File: src/rtl/tpm_pkg.sv
package tpm_pkg;
  localparam int PORT_W     = 8;
  localparam int NUM_OC     = 5;
  localparam int NUM_DED_OC = NUM_OC - 1;
  localparam int NUM_IC     = 4;
  localparam int OC1_FIRST  = 3;
  localparam int OC1_PINS   = PORT_W - OC1_FIRST;
  localparam int DUAL_PIN   = 3;
  localparam int EVT_PIN    = PORT_W - 1;
  localparam int ADDR_W     = 2;

  typedef enum logic [ADDR_W-1:0] {
    REG_DATA = 2'd0,
    REG_DIR  = 2'd1,
    REG_MODE = 2'd2,
    REG_NONE = 2'd3
  } reg_sel_e;

  // Dedicated compare channel (1-based) owning a pin, 0 when none.
  function automatic int ded_oc_ch(input int pin);
    case (pin)
      3: ded_oc_ch = 5;
      4: ded_oc_ch = 4;
      5: ded_oc_ch = 3;
      6: ded_oc_ch = 2;
      default: ded_oc_ch = 0;
    endcase
  endfunction

  // Pin feeding capture channel ic (1-based).
  function automatic int ic_src_pin(input int ic);
    case (ic)
      1: ic_src_pin = 2;
      2: ic_src_pin = 1;
      3: ic_src_pin = 0;
      default: ic_src_pin = DUAL_PIN;
    endcase
  endfunction
endpackage

File: src/rtl/tpm_in_sync.sv
module tpm_in_sync #(
  parameter int W      = 8,
  parameter int STAGES = 2
) (
  input  logic         clk,
  input  logic         rst_n,
  input  logic [W-1:0] pad_in,
  output logic [W-1:0] pin_sync
);
  logic [W-1:0] stg [STAGES];

  always_ff @(posedge clk or negedge rst_n) begin
    if (!rst_n) begin
      for (int i = 0; i < STAGES; i++) stg[i] <= '0;
    end else begin
      stg[0] <= pad_in;
      for (int i = 1; i < STAGES; i++) stg[i] <= stg[i-1];
    end
  end

  assign pin_sync = stg[STAGES-1];
endmodule

File: src/rtl/tpm_regs.sv
module tpm_regs
  import tpm_pkg::*;
#(
  parameter int W = PORT_W
) (
  input  logic              clk,
  input  logic              rst_n,
  input  logic              bus_wr,
  input  logic              bus_rd,
  input  logic [ADDR_W-1:0] bus_addr,
  input  logic [W-1:0]      bus_wdata,
  input  logic [W-1:0]      pad_in,
  input  logic [W-1:0]      pin_sync,
  output logic [W-1:0]      latch_q,
  output logic [W-1:0]      dir_q,
  output logic              sel_q,
  output logic [W-1:0]      bus_rdata,
  output logic              bus_rvalid
);
  reg_sel_e     sel;
  logic [W-1:0] rd_mux;

  assign sel = reg_sel_e'(bus_addr);

  // Latch has no reset value: it samples the pads while reset is held.
  always_ff @(posedge clk) begin
    if (!rst_n)
      latch_q <= pad_in;
    else if (bus_wr && sel == REG_DATA)
      latch_q <= bus_wdata;
  end

  always_ff @(posedge clk or negedge rst_n) begin
    if (!rst_n) begin
      dir_q <= '0;
      sel_q <= 1'b0;
    end else if (bus_wr) begin
      if (sel == REG_DIR)  dir_q <= bus_wdata;
      if (sel == REG_MODE) sel_q <= bus_wdata[0];
    end
  end

  always_comb begin
    case (sel)
      REG_DATA: rd_mux = (dir_q & latch_q) | (~dir_q & pin_sync);
      REG_DIR:  rd_mux = dir_q;
      REG_MODE: rd_mux = {{(W-1){1'b0}}, sel_q};
      default:  rd_mux = '0;
    endcase
  end

  always_ff @(posedge clk or negedge rst_n) begin
    if (!rst_n) begin
      bus_rdata  <= '0;
      bus_rvalid <= 1'b0;
    end else begin
      bus_rvalid <= bus_rd;
      if (bus_rd) bus_rdata <= rd_mux;
    end
  end
endmodule

File: src/rtl/tpm_pin_mux.sv
module tpm_pin_mux
  import tpm_pkg::*;
(
  input  logic [PORT_W-1:0]     latch_q,
  input  logic [PORT_W-1:0]     dir_q,
  input  logic                  sel_q,
  input  logic [NUM_OC-1:0]     oc_lvl,
  input  logic [NUM_DED_OC-1:0] oc_en,
  input  logic [OC1_PINS-1:0]   oc1_mask,
  output logic [PORT_W-1:0]     pad_out,
  output logic [PORT_W-1:0]     pad_oe
);
  for (genvar p = 0; p < PORT_W; p++) begin : g_pin
    if (p < OC1_FIRST) begin : g_plain
      assign pad_out[p] = latch_q[p];
      assign pad_oe[p]  = dir_q[p];
    end else begin : g_shared
      localparam int CH = ded_oc_ch(p);
      logic ded_on, ded_lvl, allow, m_on, act;

      if (CH >= 2) begin : g_ded
        assign ded_on  = oc_en[CH-2];
        assign ded_lvl = oc_lvl[CH-1];
      end else begin : g_noded
        assign ded_on  = 1'b0;
        assign ded_lvl = 1'b0;
      end

      if (p == DUAL_PIN) begin : g_dual
        assign allow = !sel_q;
      end else begin : g_fixed
        assign allow = 1'b1;
      end

      assign m_on       = oc1_mask[p-OC1_FIRST];
      assign act        = allow & (m_on | ded_on);
      assign pad_out[p] = act ? (m_on ? oc_lvl[0] : ded_lvl) : latch_q[p];
      assign pad_oe[p]  = dir_q[p] | act;
    end
  end
endmodule

File: src/rtl/tpm_cap_route.sv
module tpm_cap_route
  import tpm_pkg::*;
(
  input  logic [DUAL_PIN:0]  sync_low,
  input  logic               dual_latch,
  input  logic               dual_dir,
  input  logic               sel_q,
  output logic [NUM_IC-1:0]  ic_cap
);
  for (genvar k = 0; k < NUM_IC; k++) begin : g_ic
    localparam int SRC = ic_src_pin(k + 1);
    if (SRC == DUAL_PIN) begin : g_dual
      // Output pin: take the latch directly so a write is seen at once.
      assign ic_cap[k] = sel_q & (dual_dir ? dual_latch : sync_low[SRC]);
    end else begin : g_fixed
      assign ic_cap[k] = sync_low[SRC];
    end
  end
endmodule

File: src/rtl/tpm_port.sv
module tpm_port
  import tpm_pkg::*;
#(
  parameter int SYNC_STAGES = 2
) (
  input  logic                  clk,
  input  logic                  rst_n,
  input  logic                  bus_wr,
  input  logic                  bus_rd,
  input  logic [ADDR_W-1:0]     bus_addr,
  input  logic [PORT_W-1:0]     bus_wdata,
  output logic [PORT_W-1:0]     bus_rdata,
  output logic                  bus_rvalid,
  input  logic [PORT_W-1:0]     pad_in,
  output logic [PORT_W-1:0]     pad_out,
  output logic [PORT_W-1:0]     pad_oe,
  input  logic [NUM_OC-1:0]     oc_lvl,
  input  logic [NUM_DED_OC-1:0] oc_en,
  input  logic [OC1_PINS-1:0]   oc1_mask,
  output logic [NUM_IC-1:0]     ic_cap,
  output logic                  evt_cnt_in
);
  logic [PORT_W-1:0] pin_sync;
  logic [PORT_W-1:0] latch_q;
  logic [PORT_W-1:0] dir_q;
  logic              sel_q;

  tpm_in_sync #(.W(PORT_W), .STAGES(SYNC_STAGES)) u_sync (
    .clk      (clk),
    .rst_n    (rst_n),
    .pad_in   (pad_in),
    .pin_sync (pin_sync)
  );

  tpm_regs #(.W(PORT_W)) u_regs (
    .clk        (clk),
    .rst_n      (rst_n),
    .bus_wr     (bus_wr),
    .bus_rd     (bus_rd),
    .bus_addr   (bus_addr),
    .bus_wdata  (bus_wdata),
    .pad_in     (pad_in),
    .pin_sync   (pin_sync),
    .latch_q    (latch_q),
    .dir_q      (dir_q),
    .sel_q      (sel_q),
    .bus_rdata  (bus_rdata),
    .bus_rvalid (bus_rvalid)
  );

  tpm_pin_mux u_mux (
    .latch_q  (latch_q),
    .dir_q    (dir_q),
    .sel_q    (sel_q),
    .oc_lvl   (oc_lvl),
    .oc_en    (oc_en),
    .oc1_mask (oc1_mask),
    .pad_out  (pad_out),
    .pad_oe   (pad_oe)
  );

  tpm_cap_route u_cap (
    .sync_low   (pin_sync[DUAL_PIN:0]),
    .dual_latch (latch_q[DUAL_PIN]),
    .dual_dir   (dir_q[DUAL_PIN]),
    .sel_q      (sel_q),
    .ic_cap     (ic_cap)
  );

  assign evt_cnt_in = pin_sync[EVT_PIN];
endmodule

File: config.mk
export PLATFORM = sky130hd
export DESIGN_NAME = tpm_port
export DESIGN_NICKNAME = d
export VERILOG_FILES = /design/src/rtl/tpm_pkg.sv /design/src/rtl/tpm_in_sync.sv /design/src/rtl/tpm_regs.sv /design/src/rtl/tpm_pin_mux.sv /design/src/rtl/tpm_cap_route.sv /design/src/rtl/tpm_port.sv
export SDC_FILE = /design/constraint.sdc
export NUM_CORES = 1
export LEC_CHECK = 0
export BUFFER_PORTS_ARGS = -buffer_cell sky130_fd_sc_hd__buf_2
export CAP_MARGIN = 20
export CORE_UTILIZATION = 32
export CTS_CLUSTER_SIZE = 14
export DETAILED_ROUTE_END_ITERATION = 16
export GPL_ROUTABILITY_DRIVEN = 0
export GPL_TIMING_DRIVEN = 0
export PLACE_DENSITY_LB_ADDON = 0.3
export SKIP_LAST_GASP = 1
export SLEW_MARGIN = 15
export SYNTH_ARGS = -nofsm -noshare
export SYNTH_HDL_FRONTEND = slang
export SYNTH_SLANG_ARGS = --single-unit
File: constraint.sdc
create_clock -name clk -period 1.3 [get_ports clk]
set_clock_uncertainty 0.05 [all_clocks]
set_input_delay 0.195 -clock clk [delete_from_list [all_inputs] [get_ports clk]]
set_output_delay 0.195 -clock clk [all_outputs]
set_load 0.1 [all_outputs]
==> results_dict.tcl <==
set metrics [dict create \
    dr.pass1.iters 4 \
    dp.cells 277 \
    final_cells 309 \
    worstSetupEndpointType "output pin" \
    final_cell_area_um2 2900 \
    cts-root-buf "clkbuf_8" \
    final_common_cell "buf_4" \
    clockBufferDepth 2 \
    die_w_um 77.5 \
    clock_latency_ns 0.29 \
    cts_hold_buf 9 \
    slew_headroom 0.666 \
    grt_pass1_wl_um 6940 \
    grt_overflow_total 0 \
    max_freq_mhz 670 \
    synth_seq_cells 42 \
    p_leak_nw 1.35 \
    violations "negative hold slack, negative setup slack" \
    synth_fp_nets 177 \
    ir_drop_uv 776 \
    layout_setup_ws_ns -0.192 \
    core_area_um2 5510 \
    antenna_found_initial 0 \
    start_util 0.331 \
    dr_total_vias 1391 \
    cp_slowest_cell "dfrtp_1" \
    dieArea_um2 6000 \
    ys_async_sr_fraction 0.810 \
    antenna_left 0 \
    critPathMaxStageDelay_ns 0.40 \
    cpLargestDelayFamily "flip-flops" \
    grt_pass1_vias 1434 \
    fillers 489 \
    r2r_setup_slack_ns 0.20 \
    cts_made_buffers 5 \
    synth_edf_count 8 \
    worstPathArrival_ns 1.25 \
    status "finished, violations left" \
    totalWireLength_um 4420 \
    diodes 0 \
    grt_max_degree 36 \
    fin_crit_ns 1.49 \
    synth_seq_area_share 0.598 \
    synth_cells 141 \
    core.rowCount 27 \
    wl_per_cell_um 14.3 \
    yosys_warnings 0 \
    route.detailed.drc 0 \
    nNetsFinal 273 \
    postPlaceCellArea_um2 2310 \
    finalMaxSlewViolations 0 \
    finalHoldViolations 34 \
    finalCritPeriodShare 1.15 \
    io_buffers 64 \
    place_hpwl_um 2900 \
    hold_class "primary input to asynchronous set/reset pin" \
    cts.sinks 42 \
    drtIter0Drc 93 \
    finish.utilization 0.527 \
    postSynthAreaPerCell_um2 12.9 \
    path_cells "or3_4 > buf_12" \
    syn_to_final_growth_pct 59.2 \
    cap_viol_max_count 0 \
    crit_type "flip-flop to output pin" \
    yosys.cell_types.count 29 \
    path_clk_slew_ns 0.08 \
    whs_ns -0.273 \
    worst_slew_pin_slew_ns 0.501 \
    cp_max_fo 2 \
    critPathBufInv 1 \
    vias_per_cell 4.50 \
    required_ns 1.05 \
    p_per_area_nw_per_um2 1470 \
    track_usage 0.154 \
    die_y_um 77.5 \
    cts_tree "yes" \
    ys.flop_type "dfrtp_1" \
    cts_max_level 2 \
    setup_viol 11 \
    netlist_area_um2 1820 \
    rsz0062_at_grt "true" \
    crit_path_start_kind "flip-flop" \
    ioPinCount 66 \
    drive_above_1_share 0.591 \
    final_cell_mix "buf_4, buf_2, dfrtp_1, buf_12, mux2_4" \
]
timing repair:
item | 4_1_cts | 5_1_grt
cloned | 0 | 0
setup endpoints to repair | 45 | 17
pin swaps | 5 | 0
endpoints found under the hold margin | 43 | 34
gates resized for setup | 72 | 14
setup buffers | 7 | 9
per-stage QoR:
| stage | setup slack, ns | setup TNS (ns) | power (W) |
|---|---|---|---|
| 4_1_cts | -0.210 | -1.67 | 0.00417 |
| 2_1_floorplan | -0.109 | -0.109 | 0.00281 |
| 5_1_grt | -0.241 | -2.04 | 0.00443 |
| 3_3_place_gp | -0.667 | -10.40 | 0.00307 |
| 6_report | -0.192 | -1.48 | 0.00425 |
| 3_5_place_dp | -0.649 | -10.0 | 0.00308 |
report_power, final:
group / total [W] / switching, W / internal (W)
clock: 0.000773 / 0.000413 / 0.000360
sequential: 0.00158 / 0.0000882 / 0.00149
combinational: 0.00190 / 0.00118 / 0.000718
worst paths after layout:
kind | start | endpoint | depth (start not counted)
worst max-delay path | u_regs.dir_q[4] | pad_oe[4] | 2
worst min-delay path | rst_n | u_regs.bus_rvalid | 1
worst max register to register | u_regs.latch_q[4] | u_regs.bus_rdata[4] | 4
worst min register to register | u_sync.stg[8] | u_sync.pin_sync[0] | 0
max in group asynchronous | rst_n | u_regs.sel_q | 1
min in group clk | bus_wdata[3] | u_regs.dir_q[3] | 2
area by class of cell:
| class | instances | area [um2] | share of cell area |
|---|---|---|---|
| buffer | 13 | 96.3 | 0.0332 |
| clock buffer | 5 | 68.8 | 0.0237 |
| timing repair buffer | 89 | 787 | 0.271 |
| clock inverter | 2 | 10.0 | 0.00345 |
| tap | 72 | 90.1 | 0.0310 |
| multi-input combinational | 78 | 727 | 0.251 |
| inverter | 8 | 30.0 | 0.0103 |
| sequential | 42 | 1090 | 0.376 |
flip-flops by register name, summed over array words and instances, names as in the netlist:
register and count:
u_sync.stg 8, u_sync.pin_sync 8, u_regs.bus_rvalid 1, u_regs.bus_rdata 8
u_regs.latch_q 8, u_regs.dir_q 8, u_regs.sel_q 1
synth_stat cells, types with 2 or more instances:
| cell type | number | area share |
|---|---|---|
| a21oi_1 | 8 | 0.022 |
| buf_4 | 10 | 0.041 |
| dfrtp_1 | 34 | 0.47 |
| edfxtp_1 | 8 | 0.13 |
| inv_1 | 7 | 0.014 |
| mux2_2 | 9 | 0.056 |
| mux2_4 | 9 | 0.074 |
| mux2i_1 | 3 | 0.016 |
| nand2_1 | 8 | 0.016 |
| nand2b_1 | 2 | 0.0069 |
| nor2_1 | 7 | 0.014 |
| o21a_1 | 7 | 0.029 |
| o21ai_0 | 5 | 0.014 |
| o22ai_1 | 7 | 0.024 |
| or3_1 | 3 | 0.010 |
kinds of logic (layout without fill, tap and decap cells):
| family | after synthesis | after routing | synth area share |
|---|---|---|---|
| buf+inv | 21 | 117 | 0.0693 |
| mux | 21 | 21 | 0.146 |
| flops | 42 | 42 | 0.598 |
| compound gates | 32 | 32 | 0.107 |
| simple gates | 25 | 25 | 0.0789 |
metal layers:
layer,track usage,share of wire,wire (um)
met5,0,0,0
met4,0.0566,0.010,46
met2,0.284,0.54,2380
met3,0.0400,0.043,189
met1,0.169,0.41,1800
Power figures use the tool's default switching activity.
